`src/rtl/fir_ser_pkg.sv`:
```
package fir_ser_pkg;
  localparam int MAX_PARTS = 8;

  typedef int unsigned part_len_t [MAX_PARTS];

  typedef enum logic {
    COMB_TREE    = 1'b0,
    COMB_CASCADE = 1'b1
  } comb_mode_e;

  // first pair index owned by partition p
  function automatic int unsigned part_base(part_len_t lens, int unsigned p);
    int unsigned s;
    s = 0;
    for (int unsigned i = 0; i < MAX_PARTS; i++) if (i < p) s += lens[i];
    return s;
  endfunction

  function automatic int unsigned part_max(part_len_t lens, int unsigned n);
    int unsigned m;
    m = 0;
    for (int unsigned i = 0; i < MAX_PARTS; i++) if (i < n && lens[i] > m) m = lens[i];
    return m;
  endfunction

  // edges from sample accept to visible valid_o
  function automatic int unsigned sample_cycles(part_len_t lens, int unsigned n, comb_mode_e m);
    if (m == COMB_CASCADE && n > 1) return lens[0] + 2;
    return part_max(lens, n) + 1;
  endfunction
endpackage

```
`src/rtl/fir_ser_taps.sv`:
```
module fir_ser_taps #(
  parameter int DATA_W   = 12,
  parameter int NUM_TAPS = 10
) (
  input  logic                     clk_i,
  input  logic                     rst_ni,
  input  logic                     shift_i,
  input  logic signed [DATA_W-1:0] data_i,
  output logic signed [DATA_W-1:0] tap_o [NUM_TAPS]
);
  logic signed [DATA_W-1:0] line_q [NUM_TAPS];

  always_ff @(posedge clk_i or negedge rst_ni) begin
    if (!rst_ni) begin
      for (int i = 0; i < NUM_TAPS; i++) line_q[i] <= '0;
    end else if (shift_i) begin
      line_q[0] <= data_i;
      for (int i = 1; i < NUM_TAPS; i++) line_q[i] <= line_q[i-1];
    end
  end

  assign tap_o = line_q;
endmodule

```
`src/rtl/fir_ser_seq.sv`:
```
module fir_ser_seq #(
  parameter int LAST   = 4,
  parameter int STEP_W = 3
) (
  input  logic              clk_i,
  input  logic              rst_ni,
  input  logic              start_i,
  output logic [STEP_W-1:0] step_o,
  output logic              active_o,
  output logic              load_o
);
  logic [STEP_W-1:0] step_q;
  logic              active_q;

  always_ff @(posedge clk_i or negedge rst_ni) begin
    if (!rst_ni) begin
      step_q   <= '0;
      active_q <= 1'b0;
    end else if (start_i) begin
      step_q   <= '0;
      active_q <= 1'b1;
    end else if (active_q) begin
      if (step_q == STEP_W'(LAST)) active_q <= 1'b0;
      else                         step_q   <= step_q + 1'b1;
    end
  end

  assign step_o   = step_q;
  assign active_o = active_q;
  assign load_o   = active_q && (step_q == STEP_W'(LAST));
endmodule

```
`src/rtl/fir_ser_mac.sv`:
```
module fir_ser_mac #(
  parameter int DATA_W  = 12,
  parameter int COEF_W  = 10,
  parameter int ACC_W   = 27,
  parameter bit ANTISYM = 1'b0
) (
  input  logic                     clk_i,
  input  logic                     rst_ni,
  input  logic signed [DATA_W-1:0] near_i,
  input  logic signed [DATA_W-1:0] far_i,
  input  logic signed [COEF_W-1:0] coef_i,
  input  logic                     mac_en_i,
  input  logic                     first_i,
  input  logic                     casc_en_i,
  input  logic signed [ACC_W-1:0]  casc_i,
  output logic signed [ACC_W-1:0]  acc_o
);
  localparam int OP_W = DATA_W + 1;

  logic signed [OP_W-1:0]        pre;
  logic signed [OP_W+COEF_W-1:0] prod;
  logic signed [ACC_W-1:0]       acc_q;

  generate
    if (ANTISYM) begin : g_sub
      assign pre = OP_W'(near_i) - OP_W'(far_i);
    end else begin : g_add
      assign pre = OP_W'(near_i) + OP_W'(far_i);
    end
  endgenerate

  assign prod = pre * coef_i;

  always_ff @(posedge clk_i or negedge rst_ni) begin
    if (!rst_ni)        acc_q <= '0;
    else if (mac_en_i)  acc_q <= first_i ? ACC_W'(prod) : acc_q + ACC_W'(prod);
    else if (casc_en_i) acc_q <= acc_q + casc_i;
  end

  assign acc_o = acc_q;
endmodule

```
`src/rtl/fir_serial_sym.sv`:
```
module fir_serial_sym
  import fir_ser_pkg::*;
#(
  parameter int         DATA_W    = 12,
  parameter int         COEF_W    = 10,
  parameter int         NUM_PAIRS = 5,
  parameter int         FRAC_W    = 9,
  parameter int         NUM_PARTS = 2,
  parameter part_len_t  PART_LEN  = '{3, 2, 0, 0, 0, 0, 0, 0},
  parameter comb_mode_e MODE      = COMB_TREE,
  parameter bit         ANTISYM   = 1'b0,
  parameter logic signed [COEF_W-1:0] COEFS [NUM_PAIRS] = '{-10'sd8, 10'sd24, 10'sd96, 10'sd200, 10'sd256}
) (
  input  logic                     clk_i,
  input  logic                     rst_ni,
  input  logic                     valid_i,
  input  logic signed [DATA_W-1:0] data_i,
  output logic                     valid_o,
  output logic signed [DATA_W-1:0] data_o
);
  localparam int NUM_TAPS = 2 * NUM_PAIRS;
  localparam int LAST     = sample_cycles(PART_LEN, NUM_PARTS, MODE) - 1;
  localparam int STEP_W   = $clog2(LAST + 2);
  localparam int ACC_W    = DATA_W + 1 + COEF_W + $clog2(NUM_PAIRS + 1) + 1;
  localparam bit CASCADE  = (MODE == COMB_CASCADE) && (NUM_PARTS > 1);
  localparam logic signed [ACC_W:0] SAT_HI = (ACC_W+1)'((1 << (DATA_W-1)) - 1);
  localparam logic signed [ACC_W:0] SAT_LO = -(ACC_W+1)'(1 << (DATA_W-1));
  localparam logic signed [ACC_W:0] HALF   = (ACC_W+1)'(1 << (FRAC_W-1));

  logic signed [DATA_W-1:0] tap [NUM_TAPS];
  logic signed [ACC_W-1:0]  acc [NUM_PARTS];
  logic [STEP_W-1:0]        step;
  logic                     active, load;

  fir_ser_taps #(.DATA_W(DATA_W), .NUM_TAPS(NUM_TAPS)) u_taps (
    .clk_i, .rst_ni, .shift_i(valid_i), .data_i, .tap_o(tap)
  );

  fir_ser_seq #(.LAST(LAST), .STEP_W(STEP_W)) u_seq (
    .clk_i, .rst_ni, .start_i(valid_i), .step_o(step), .active_o(active), .load_o(load)
  );

  for (genvar p = 0; p < NUM_PARTS; p++) begin : g_part
    localparam int BASE = int'(part_base(PART_LEN, p));
    localparam int LEN  = int'(PART_LEN[p]);

    logic signed [DATA_W-1:0] near_s, far_s;
    logic signed [COEF_W-1:0] coef_s;
    logic signed [ACC_W-1:0]  casc_s;
    logic                     casc_en;

    // tap-pair select for this partition
    always_comb begin
      near_s = '0;
      far_s  = '0;
      coef_s = '0;
      for (int i = 0; i < LEN; i++) begin
        if (int'(step) == i) begin
          near_s = tap[BASE + i];
          far_s  = tap[NUM_TAPS - 1 - BASE - i];
          coef_s = COEFS[BASE + i];
        end
      end
    end

    if (CASCADE && p < NUM_PARTS - 1) begin : g_casc
      assign casc_s  = acc[p+1];
      assign casc_en = active && (int'(step) == LEN);
    end else begin : g_nocasc
      assign casc_s  = '0;
      assign casc_en = 1'b0;
    end

    fir_ser_mac #(.DATA_W(DATA_W), .COEF_W(COEF_W), .ACC_W(ACC_W), .ANTISYM(ANTISYM)) u_mac (
      .clk_i, .rst_ni,
      .near_i   (near_s),
      .far_i    (far_s),
      .coef_i   (coef_s),
      .mac_en_i (active && (int'(step) < LEN)),
      .first_i  (step == '0),
      .casc_en_i(casc_en),
      .casc_i   (casc_s),
      .acc_o    (acc[p])
    );
  end

  logic signed [ACC_W-1:0] total;
  logic signed [ACC_W:0]   rnd, shf;
  logic signed [DATA_W-1:0] sat;

  generate
    if (CASCADE) begin : g_tot_casc
      assign total = acc[0];
    end else begin : g_tot_tree
      always_comb begin
        total = '0;
        for (int p = 0; p < NUM_PARTS; p++) total = total + acc[p];
      end
    end
  endgenerate

  assign rnd = (ACC_W+1)'(total) + HALF;
  assign shf = rnd >>> FRAC_W;

  always_comb begin
    if (shf > SAT_HI)      sat = SAT_HI[DATA_W-1:0];
    else if (shf < SAT_LO) sat = SAT_LO[DATA_W-1:0];
    else                   sat = shf[DATA_W-1:0];
  end

  always_ff @(posedge clk_i or negedge rst_ni) begin
    if (!rst_ni) begin
      valid_o <= 1'b0;
      data_o  <= '0;
    end else begin
      valid_o <= load;
      if (load) data_o <= sat;
    end
  end
endmodule

```
`config.mk`:
```
export PLATFORM = sky130hd
export DESIGN_NAME = fir_serial_sym
export DESIGN_NICKNAME = d
export VERILOG_FILES = /design/src/rtl/fir_ser_pkg.sv /design/src/rtl/fir_ser_taps.sv /design/src/rtl/fir_ser_seq.sv /design/src/rtl/fir_ser_mac.sv /design/src/rtl/fir_serial_sym.sv
export SDC_FILE = /design/constraint.sdc
export NUM_CORES = 1
export LEC_CHECK = 0
export BUFFER_PORTS_ARGS = -buffer_cell sky130_fd_sc_hd__buf_2
export CAP_MARGIN = 25
export CORE_ASPECT_RATIO = 0.75
export CORE_MARGIN = 3
export CORE_UTILIZATION = 34
export DETAILED_ROUTE_END_ITERATION = 7
export HOLD_SLACK_MARGIN = 0.05
export PLACE_DENSITY = 0.59
export SETUP_SLACK_MARGIN = 0.1
export SLEW_MARGIN = 20
export SYNTH_ARGS = -nofsm -noshare
export SYNTH_HDL_FRONTEND = slang
export SYNTH_HIERARCHICAL = 1
export SYNTH_SLANG_ARGS = --single-unit
export TNS_END_PERCENT = 1
```
`constraint.sdc`:
```
create_clock -name clk_i -period 10.64 [get_ports clk_i]
set_clock_uncertainty 0.15 [all_clocks]
set_input_delay 1.064 -clock clk_i [delete_from_list [all_inputs] [get_ports clk_i]]
set_output_delay 1.064 -clock clk_i [all_outputs]
set_load 0.05 [all_outputs]
```
==> flow_summary.json <==
{
  "cts.path.max_buffers": 2,
  "slew_headroom_pct": 28.83,
  "crit_type": "reg2reg",
  "diodes": 0,
  "die_w_microns": 333.7,
  "timing.rr.start": "u_seq/step_o[0]",
  "drv_slew": 0,
  "num_vias": 21280,
  "synth_seq_area_share_pct": 17.45,
  "synth_largest_area_cell": "dfrtp_1",
  "grt_pass1_vias": 20680,
  "grt_pass1_wl_mm": 111.8,
  "fin_crit_sh_pct": 92.73,
  "ys_types": 113,
  "area_delta_synth_final_pct": 8.910,
  "grt_setup_unrepaired": "true",
  "clk_pin_slew_ns": 0.09,
  "drtAntennaViolNets": 0,
  "critPathRequiredTime_ns": 10.89,
  "core_region_area_sq_um": 79170,
  "ys_top_cells_by_area": "dfrtp_1, fa_1, ha_1",
  "wl_mm": 65.91,
  "dp_hpwl_mm": 52.75,
  "remaining_drc_errors": 0,
  "cts_sinks": 191,
  "syn_area_per_cell_sq_um": 8.940,
  "r2r_slack_ns": 0.77,
  "dieArea_sq_um": 84010,
  "synth_area_sq_um": 27380,
  "fin_setup_tns_ns": 0,
  "h-tree-depth": 4,
  "cp-end-kind": "register",
  "tightestPinTransition_ns": 1.060,
  "cp_common_cell": "fa_1",
  "min-delay-start": "u_taps/tap_o[10]",
  "synth_cells": 3063,
  "cp_max_fo": 9,
  "synth_edf_count": 0,
  "async_flop_share_pct": 100.0,
  "crit_slowest_cell": "fa_2",
  "clk_latency_ns": 0.46,
  "crit_start": "u_seq/step_o[0]",
  "drive_gt1_share_pct": 9.871,
  "final_hold_viol_count": 0,
  "viasPerCell": 5.033,
  "maxCapViolCount": 0,
  "cts_made_buffers": 17,
  "hold_path.class": "reg2reg",
  "setup_violations": 0,
  "max_freq_mhz": 101.4,
  "die_h_microns": 251.8,
  "row_count": 89,
  "dp_slack_ns": 0.3726,
  "ys.warnings.count": 6,
  "crit_path_start_kind": "register",
  "dr.pass1.iters": 5,
  "wl_per_cell_microns": 15.59,
  "cts_tree": "built",
  "numPortBuffers": 27,
  "critical_path_arrival_ns": 10.12,
  "first_iter_violations": 1359,
  "synth-main-ff-cell": "dfrtp_1",
  "start_util_pct": 34.58,
  "finalNetCount": 3694,
  "gp_congestion": 0.8765,
  "nFillCells": 8020,
  "root_buffer": "clkbuf_16",
  "pin_count": 28,
  "period_needed_ns": 9.867,
  "cpPeakStageDelay_ns": 0.62,
  "grt_max_degree": 87,
  "yosysTopAreaCellShare_pct": 17.45,
  "postCtsHoldBufs": 0,
  "grt_overflow": 0,
  "ys_seq_elements": 191,
  "grtUsageTotal_pct": 16.00,
  "status": "complete, no violations",
  "antenna_found_initial": 0,
  "fin_ws_ns": 0.7735
}
==> per-layer routing <==
metal | track usage (%) | share of wire, % | vias to the layer above
li1 | - | - | 10690
met1 | 26.11 | 56 | 10200
met2 | 22.45 | 39 | 355
met3 | 2.150 | 3.9 | 28
met4 | 2.245 | 0.88 | 0
met5 | 0 | 0 | -
==> path summary, 6_finish.rpt <==
| path | to | cells past startpoint |
|---|---|---|
| setup / recovery | g_part[0].u_mac/acc_o[26] | 43 |
| hold / removal | u_taps/tap_o[10] | 1 |
| setup reg to reg | g_part[0].u_mac/acc_o[26] | 43 |
| hold reg to reg | u_taps/tap_o[10] | 1 |
| max in group asynchronous | u_taps/tap_o[28] | 3 |
| min in group asynchronous | g_part[1].u_mac/acc_o[26] | 1 |
==> cell usage after synthesis (62+ instances only) <==
cell type	count
inv_1	365
ha_1	278
fa_1	232
nand2_1	232
a21oi_1	214
dfrtp_1	191
nor2_1	178
mux2_2	127
xnor2_1	127
and2_1	104
o21ai_0	89
a21o_1	65
nor2b_1	62
==> stage by stage <==
step                utilization (%)  hold WS, ns  area [sq um]  instances
CTS                           37.47       0.3649         29660       4220
finish                        37.67       0.3633         29820       4227
global route                  37.67       0.3821         29820       4227
floorplan                         -       0.3299         27780       3170
global placement              36.73       0.3389         29080       4188
detailed placement            36.74       0.3457         29090       4189
==> timing repair <==
item	in CTS	in global routing
endpoints found under the setup margin	0	11
gates resized for setup	0	17
setup buffers	0	6
==> final cells by class <==
type	instances	area, sq um	share of cell area (%)
Inverter	366	1378	4.619
Tap cell	1046	1309	4.389
Clock inverter	13	145.1	0.4867
Clock buffer	18	429.2	1.439
Timing Repair Buffer	76	554.3	1.859
Sequential cell	191	4781	16.03
Multi-Input combinational cell	2517	21230	71.18
==> worst max-delay path, delay by kind of cell, from the launching register on <==
family          cells  cell delay, ns
simple gates       10            1.71
mux                 1            0.12
fa+ha+maj           9            4.00
buf+inv             8            0.80
compound gates     15            2.56
flops               1            0.46
==> kinds of logic after synthesis <==
group                    share of synthesized area [%]
buffers and inverters                            6.790
AND/OR/NAND/NOR                                  15.42
adder cells (fa/ha/maj)                          29.66
XOR/XNOR                                         5.524
flip-flops                                       17.45
multiplexers                                     7.311
AO/OA/AOI/OAI                                    17.82
other                                          0.01369
==> state kept, by name, indices dropped and copies added (netlist names) <==
name and cells:
u_taps/tap_o 120, g_part.u_mac/acc_o 54, data_o 12, u_seq/step_o 3, u_seq/active_o 1, valid_o 1
==> cell usage in the layout (no fill, tap or decap), types with 23 or more instances in the layout <==
| cell type | instances |
|---|---|
| inv_1 | 363 |
| ha_1 | 278 |
| nand2_1 | 232 |
| fa_1 | 231 |
| a21oi_1 | 213 |
| dfrtp_1 | 190 |
| nor2_1 | 176 |
| mux2_2 | 127 |
| xnor2_1 | 126 |
| conb_1 | 108 |
| and2_1 | 104 |
| o21ai_0 | 89 |
| a21o_1 | 65 |
| nor2b_1 | 62 |
| mux2i_1 | 56 |
| a211oi_1 | 53 |
| nand3_1 | 48 |
| buf_4 | 47 |
| nand2b_1 | 45 |
| xor2_1 | 42 |
| nor3_1 | 41 |
| and3_1 | 27 |
| o21bai_1 | 27 |
| buf_2 | 25 |
| a22o_1 | 24 |
| o21a_1 | 23 |
Power is left out: the tool's default activity adds up to more than one toggle a clock period on the data nets, which glitch-free logic cannot reach.
